<file path="src/rtl/qpos_pkg.sv">
package qpos_pkg;
  typedef logic [1:0] phase_t;

  typedef struct packed {
    logic valid;
    logic fwd;
    logic bad;
  } step_t;
endpackage

</file>
<file path="src/rtl/qpos_decoder.sv">
module qpos_decoder
  import qpos_pkg::*;
(
  input  logic   clk,
  input  logic   rst_n,
  input  logic   phase_a,
  input  logic   phase_b,
  output phase_t prev_o,
  output phase_t cur_o,
  output step_t  step_o
);
  phase_t prev_q, prev_d, cur, chg;

  always_comb begin
    cur          = {phase_a, phase_b};
    chg          = cur ^ prev_q;
    step_o.valid = (chg == 2'b01) || (chg == 2'b10);
    step_o.bad   = (chg == 2'b11);
    step_o.fwd   = cur[1] ^ prev_q[0];
    prev_d       = cur;
  end

  always_ff @(posedge clk or negedge rst_n) begin
    if (!rst_n) prev_q <= 2'b00;
    else        prev_q <= prev_d;
  end

  assign prev_o = prev_q;
  assign cur_o  = cur;


  bad_excl_chk: assert property (@(posedge clk) disable iff (!rst_n)
    step_o.bad |-> !step_o.valid);
endmodule

</file>
<file path="src/rtl/qpos_index.sv">
module qpos_index
  import qpos_pkg::*;
(
  input  logic   clk,
  input  logic   rst_n,
  input  logic   clear,
  input  logic   index_in,
  input  step_t  step,
  input  phase_t prev,
  input  phase_t cur,
  output logic   idx_rst,
  output logic   first_idx,
  output logic   first_dir
);
  logic   fi_q, fi_d, fd_q, fd_d;
  phase_t e0_q, e0_d, e1_q, e1_d;
  logic   on_pair, first_hit;

  always_comb begin
    on_pair   = ((prev == e0_q) && (cur == e1_q)) ||
                ((prev == e1_q) && (cur == e0_q));
    first_hit = step.valid && index_in && !fi_q;
    idx_rst   = step.valid && index_in && (!fi_q || on_pair);
    fi_d = fi_q;
    fd_d = fd_q;
    e0_d = e0_q;
    e1_d = e1_q;
    if (clear) begin
      fi_d = 1'b0;
      fd_d = 1'b0;
      e0_d = 2'b00;
      e1_d = 2'b00;
    end else if (first_hit) begin
      fi_d = 1'b1;
      fd_d = step.fwd;
      e0_d = prev;
      e1_d = cur;
    end
  end

  always_ff @(posedge clk or negedge rst_n) begin
    if (!rst_n) begin
      fi_q <= 1'b0;
      fd_q <= 1'b0;
      e0_q <= 2'b00;
      e1_q <= 2'b00;
    end else begin
      fi_q <= fi_d;
      fd_q <= fd_d;
      e0_q <= e0_d;
      e1_q <= e1_d;
    end
  end

  assign first_idx = fi_q;
  assign first_dir = fd_q;


  first_dir_chk: assert property (@(posedge clk) disable iff (!rst_n)
    (!clear && step.valid && index_in && !first_idx) |=>
      (first_idx && first_dir == $past(step.fwd)));

  first_sticky_chk: assert property (@(posedge clk) disable iff (!rst_n)
    (first_idx && !clear) |=> first_idx);
endmodule

</file>
<file path="src/rtl/qpos_count.sv">
module qpos_count
  import qpos_pkg::*;
#(
  parameter int CNT_W = 16
) (
  input  logic             clk,
  input  logic             rst_n,
  input  logic             clear,
  input  step_t            step,
  input  logic             idx_rst,
  input  logic [CNT_W-1:0] max_val,
  output logic [CNT_W-1:0] cnt,
  output logic             dir,
  output logic             err
);
  localparam logic [CNT_W-1:0] ONE = {{(CNT_W-1){1'b0}}, 1'b1};

  logic [CNT_W-1:0] cnt_q, cnt_d;
  logic             dir_q, dir_d, err_q, err_d;

  always_comb begin
    cnt_d = cnt_q;
    dir_d = step.valid ? step.fwd : dir_q;
    err_d = err_q | step.bad;
    if (clear) begin
      cnt_d = '0;
      err_d = 1'b0;
    end else if (step.valid) begin
      if (idx_rst)       cnt_d = step.fwd ? '0 : max_val;
      else if (step.fwd) cnt_d = (cnt_q >= max_val) ? '0 : cnt_q + ONE;
      else               cnt_d = (cnt_q == '0) ? max_val : cnt_q - ONE;
    end
  end

  always_ff @(posedge clk or negedge rst_n) begin
    if (!rst_n) begin
      cnt_q <= '0;
      dir_q <= 1'b1;
      err_q <= 1'b0;
    end else begin
      cnt_q <= cnt_d;
      dir_q <= dir_d;
      err_q <= err_d;
    end
  end

  assign cnt = cnt_q;
  assign dir = dir_q;
  assign err = err_q;


  up_wrap_chk: assert property (@(posedge clk) disable iff (!rst_n)
    (!clear && step.valid && step.fwd && !idx_rst && cnt >= max_val) |=> cnt == '0);

  dn_wrap_chk: assert property (@(posedge clk) disable iff (!rst_n)
    (!clear && step.valid && !step.fwd && !idx_rst && cnt == '0) |=> cnt == $past(max_val));

  idx_fwd_chk: assert property (@(posedge clk) disable iff (!rst_n)
    (!clear && idx_rst && step.valid && step.fwd) |=> cnt == '0);

  idx_rev_chk: assert property (@(posedge clk) disable iff (!rst_n)
    (!clear && idx_rst && step.valid && !step.fwd) |=> cnt == $past(max_val));

  bad_hold_chk: assert property (@(posedge clk) disable iff (!rst_n)
    (!clear && step.bad) |=> ($stable(cnt) && $stable(dir) && err));

  clear_chk: assert property (@(posedge clk) disable iff (!rst_n)
    clear |=> (cnt == '0 && !err));
endmodule

</file>
<file path="src/rtl/qpos_counter.sv">
module qpos_counter
  import qpos_pkg::*;
#(
  parameter int CNT_W = 16
) (
  input  logic             clk,
  input  logic             rst_n,
  input  logic             phase_a,
  input  logic             phase_b,
  input  logic             index_in,
  input  logic             clear,
  input  logic [CNT_W-1:0] max_val,
  output logic [CNT_W-1:0] pos_cnt,
  output logic             dir_fwd,
  output logic             first_idx,
  output logic             first_idx_dir,
  output logic             phase_err
);
  phase_t prev, cur;
  step_t  step;
  logic   idx_rst;

  qpos_decoder u_dec (
    .clk(clk), .rst_n(rst_n), .phase_a(phase_a), .phase_b(phase_b),
    .prev_o(prev), .cur_o(cur), .step_o(step)
  );

  qpos_index u_idx (
    .clk(clk), .rst_n(rst_n), .clear(clear), .index_in(index_in),
    .step(step), .prev(prev), .cur(cur), .idx_rst(idx_rst),
    .first_idx(first_idx), .first_dir(first_idx_dir)
  );

  qpos_count #(.CNT_W(CNT_W)) u_cnt (
    .clk(clk), .rst_n(rst_n), .clear(clear), .step(step),
    .idx_rst(idx_rst), .max_val(max_val),
    .cnt(pos_cnt), .dir(dir_fwd), .err(phase_err)
  );


  clear_flags_chk: assert property (@(posedge clk) disable iff (!rst_n)
    clear |=> (!first_idx && !first_idx_dir));
endmodule

</file>
<file path="config.mk">
export PLATFORM = sky130hd
export DESIGN_NAME = qpos_counter
export DESIGN_NICKNAME = d
export VERILOG_FILES = /design/src/rtl/qpos_pkg.sv /design/src/rtl/qpos_decoder.sv /design/src/rtl/qpos_index.sv /design/src/rtl/qpos_count.sv /design/src/rtl/qpos_counter.sv
export SDC_FILE = /design/constraint.sdc
export NUM_CORES = 1
export LEC_CHECK = 0
export BUFFER_PORTS_ARGS = -buffer_cell sky130_fd_sc_hd__clkbuf_2
export CAP_MARGIN = 25
export CORE_ASPECT_RATIO = 1.1
export CORE_MARGIN = 3
export CORE_UTILIZATION = 45
export CTS_CLUSTER_DIAMETER = 30
export DETAILED_ROUTE_END_ITERATION = 10
export PLACE_DENSITY_LB_ADDON = 0.3
export SYNTH_ARGS = -nofsm -noshare
export SYNTH_HDL_FRONTEND = slang
export SYNTH_SLANG_ARGS = --single-unit
</file>
<file path="constraint.sdc">
create_clock -name clk -period 2.75 [get_ports clk]
set_clock_uncertainty 0.15 [all_clocks]
set_input_delay 0.4125 -clock clk [delete_from_list [all_inputs] [get_ports clk]]
set_output_delay 0.4125 -clock clk [all_outputs]
set_load 0.05 [all_outputs]
</file>
==> out/results.ini <==
[sta]
whs_ps=-0.854
hold_viol=4
drv_slew=0
max_freq_ghz=0.382
rsz0062_at_grt=no
finalCritPeriodShare=0.951
min_period_ps=2620
worst_pin_slew_ps=756
setup_viol=0
slew_headroom=0.494

[finish]
insertedDiodeCount=0
stdcell_count=438
num-fill-cells=510
final_area_um2=2960
drive_above_1_share=0.246
nNetsFinal=409
area_delta_synth_final_pct=18.5

[power_and_ir_drop]
p_comb_frac=0.699
clock_power_share=0.095
intPower_mw=1.32
total_power_mw=2.67
switching_power_mw=1.35
cellPowerDensity_nw_per_um2=904
switching_share=0.506
leakage_nw=1.37
power_frac_seq=0.206
vdd.ir_drop.worst_mv=0.415

[clock_network]
cts_buffers=3
clkLatencyLatePin_ps=270
clockRootBuffer=clkbuf_8
cts_tree=done
clock_sinks=26
path_clk_slew_ps=100
holdBufCountCts=0
clock_path_buffers=2
ctsHtreeMaxLevel=1

[yosys]
async_reset_ff_frac=1.00
synth_most_common_cell=nand2_1
synth_commonest_cells=nand2_1, a21oi_1, dfrtp_1
ys_seq_area_frac=0.261
syn_inst=318
synth_cell_types=56
synth.area.top_cells=dfrtp_1, ha_1, xnor2_1
ys.flop_type=dfrtp_1
yosysTopAreaCell=dfrtp_1
ys_seq_elements=26
synth_top_area_share=0.251
avgSynthCellArea_um2=7.85
netlist_area_um2=2490
yosysWarnings=0
syn-num-nets=360
synth-edff-count=0

[placed_design]
port_buffers=41
place_congestion=0.993
dp_hpwl_um=5250
postPlaceCellArea_um2=2860
dp.cells=434

[setup_path]
crit_buf_inv=1
arrival_ps=2650
crit_fanout=3
r2r_setup_slack_ps=130
crit_path_cell_trace=inv_1 -> ha_1 -> nand2b_1 -> a211o_1 -> a21oi_2 -> o2111ai_4 -> or4_1 -> o21ai_1 -> o2bb2ai_1
cpPeakStageDelay_ps=550
end_kind=flop
worst_r2r_startpoint=u_cnt.cnt[0]$_DFFE_PN0P_
start_kind=flop
crit_required_ps=2780
crit_path_start=u_cnt.cnt[0]$_DFFE_PN0P_
critPathTopFamily=compound AO/OA/AOI/OAI gates
slowest_stage=or4_1
path_class=reg2reg

[global_route]
antenna_found_initial=0
gr-usage-all-layers=0.216
overflow=0
grt_pass1_wl_um=11500
grt_max_degree=27
grt_pass1_vias=2346

[routing]
ant_nets=0
wl_per_cell_um=16.0
drtPass1Iterations=5
vias=2580
finalWirelength_um=6990
drtIter0Drc=315
post-route-drc-count=0
avgViaCountPerCell=5.89

[die]
start_util=0.483
io_pins=42
die_w_um=77.0
die_h_um=84.1
die-area_um2=6470
coreArea_um2=5170
row_count=27

[outcome]
status=finished, violations left
violations=hold timing

[job]
drv_cap=0

[worst_hold_path]
hp-class=in2async

per-stage QoR:
step	setup WS (ps)	hold WS (ps)	utilization	setup TNS (ps)
2_1_floorplan	19.9	-33.1	-	0
3_3_place_gp	-27.0	326	0.554	-46.2
3_5_place_dp	-54.5	329	0.554	-167
4_1_cts	37.4	29.8	0.565	0
5_1_grt	13.4	45.6	0.572	0
6_report	134	-0.854	0.572	0
cell usage in the layout, fill, tap and decap left out, types with 6 or more instances in the layout:
cell type,Yosys,routed
a21oi_1,30,29
buf_4,1,25
clkbuf_2,0,41
dfrtp_1,25,20
ha_1,20,20
inv_1,21,21
nand2_1,32,32
nand3_1,11,11
nand4_1,6,6
nor2_1,21,21
nor3_1,9,9
o21ai_0,21,21
o22ai_1,7,7
xnor2_1,20,20
xor2_1,8,8
layer usage:
layer | global-route usage | wire, um | share of wire | vias to the layer above
met5 | 0 | 0 | 0 | -
met4 | 0.0502 | 89 | 0.013 | 0
met3 | 0.0367 | 539 | 0.077 | 13
met2 | 0.339 | 3210 | 0.46 | 122
met1 | 0.309 | 3150 | 0.45 | 1208
li1 | - | - | - | 1237
registers in the layout (all words and copies together), names as in the netlist:
register / cells
u_cnt.cnt: 16
u_dec.prev_o: 2
u_idx.e0_q: 2
u_idx.e1_q: 2
u_cnt.dir: 1
u_cnt.err: 1
u_idx.first_dir: 1
u_idx.first_idx: 1
repair_timing:
item | CTS | global route
resized for setup | 0 | 7
buffers inserted | 0 | 0
endpoints found under the setup margin | 0 | 12
cells by family (layout without fill, tap and decap cells):
kind of cell / after synthesis / after routing / share of synthesized area
simple gates: 108 / 108 / 0.225
fa+ha+maj: 20 / 20 / 0.100
xor+xnor: 28 / 28 / 0.0983
compound gates: 90 / 90 / 0.222
mux: 2 / 2 / 0.0100
buf+inv: 44 / 92 / 0.0827
flops: 26 / 26 / 0.261
power groups by stage:
stage / clock network [mW] / logic (mW) / registers (mW)
final: 0.255 / 1.87 / 0.551
after global routing: 0.281 / 2.04 / 0.565
after CTS: 0.262 / 1.83 / 0.551
after detailed placement: 0 / 1.82 / 0.558
after global placement: 0 / 1.81 / 0.554
after floorplan: 0 / 1.14 / 0.808
worst paths after layout:
| kind | to | cells past startpoint |
|---|---|---|
| worst max-delay path | u_cnt.cnt[12]$_DFFE_PN0P_ | 9 |
| worst min-delay path | u_idx.first_idx$_DFFE_PN0P_ | 1 |
| worst max register to register | u_cnt.cnt[12]$_DFFE_PN0P_ | 9 |
| worst min register to register | u_cnt.dir$_DFFE_PN1N_ | 2 |
| max in group asynchronous | u_cnt.cnt[12]$_DFFE_PN0P_ | 1 |
| min in group clk | u_dec.prev_o[0]$_DFF_PN0_ | 1 |
final cells by class:
type                       instances  area [um2]  share of cell area
tap                               72        90.1              0.0305
timing repair buffer              67         404               0.137
multi-input combinational        248        1670               0.565
inverter                          21        78.8              0.0267
sequential                        26         658               0.223
clock buffer                       4        55.1              0.0186
Note: power is estimated with default switching activity, not from simulation.
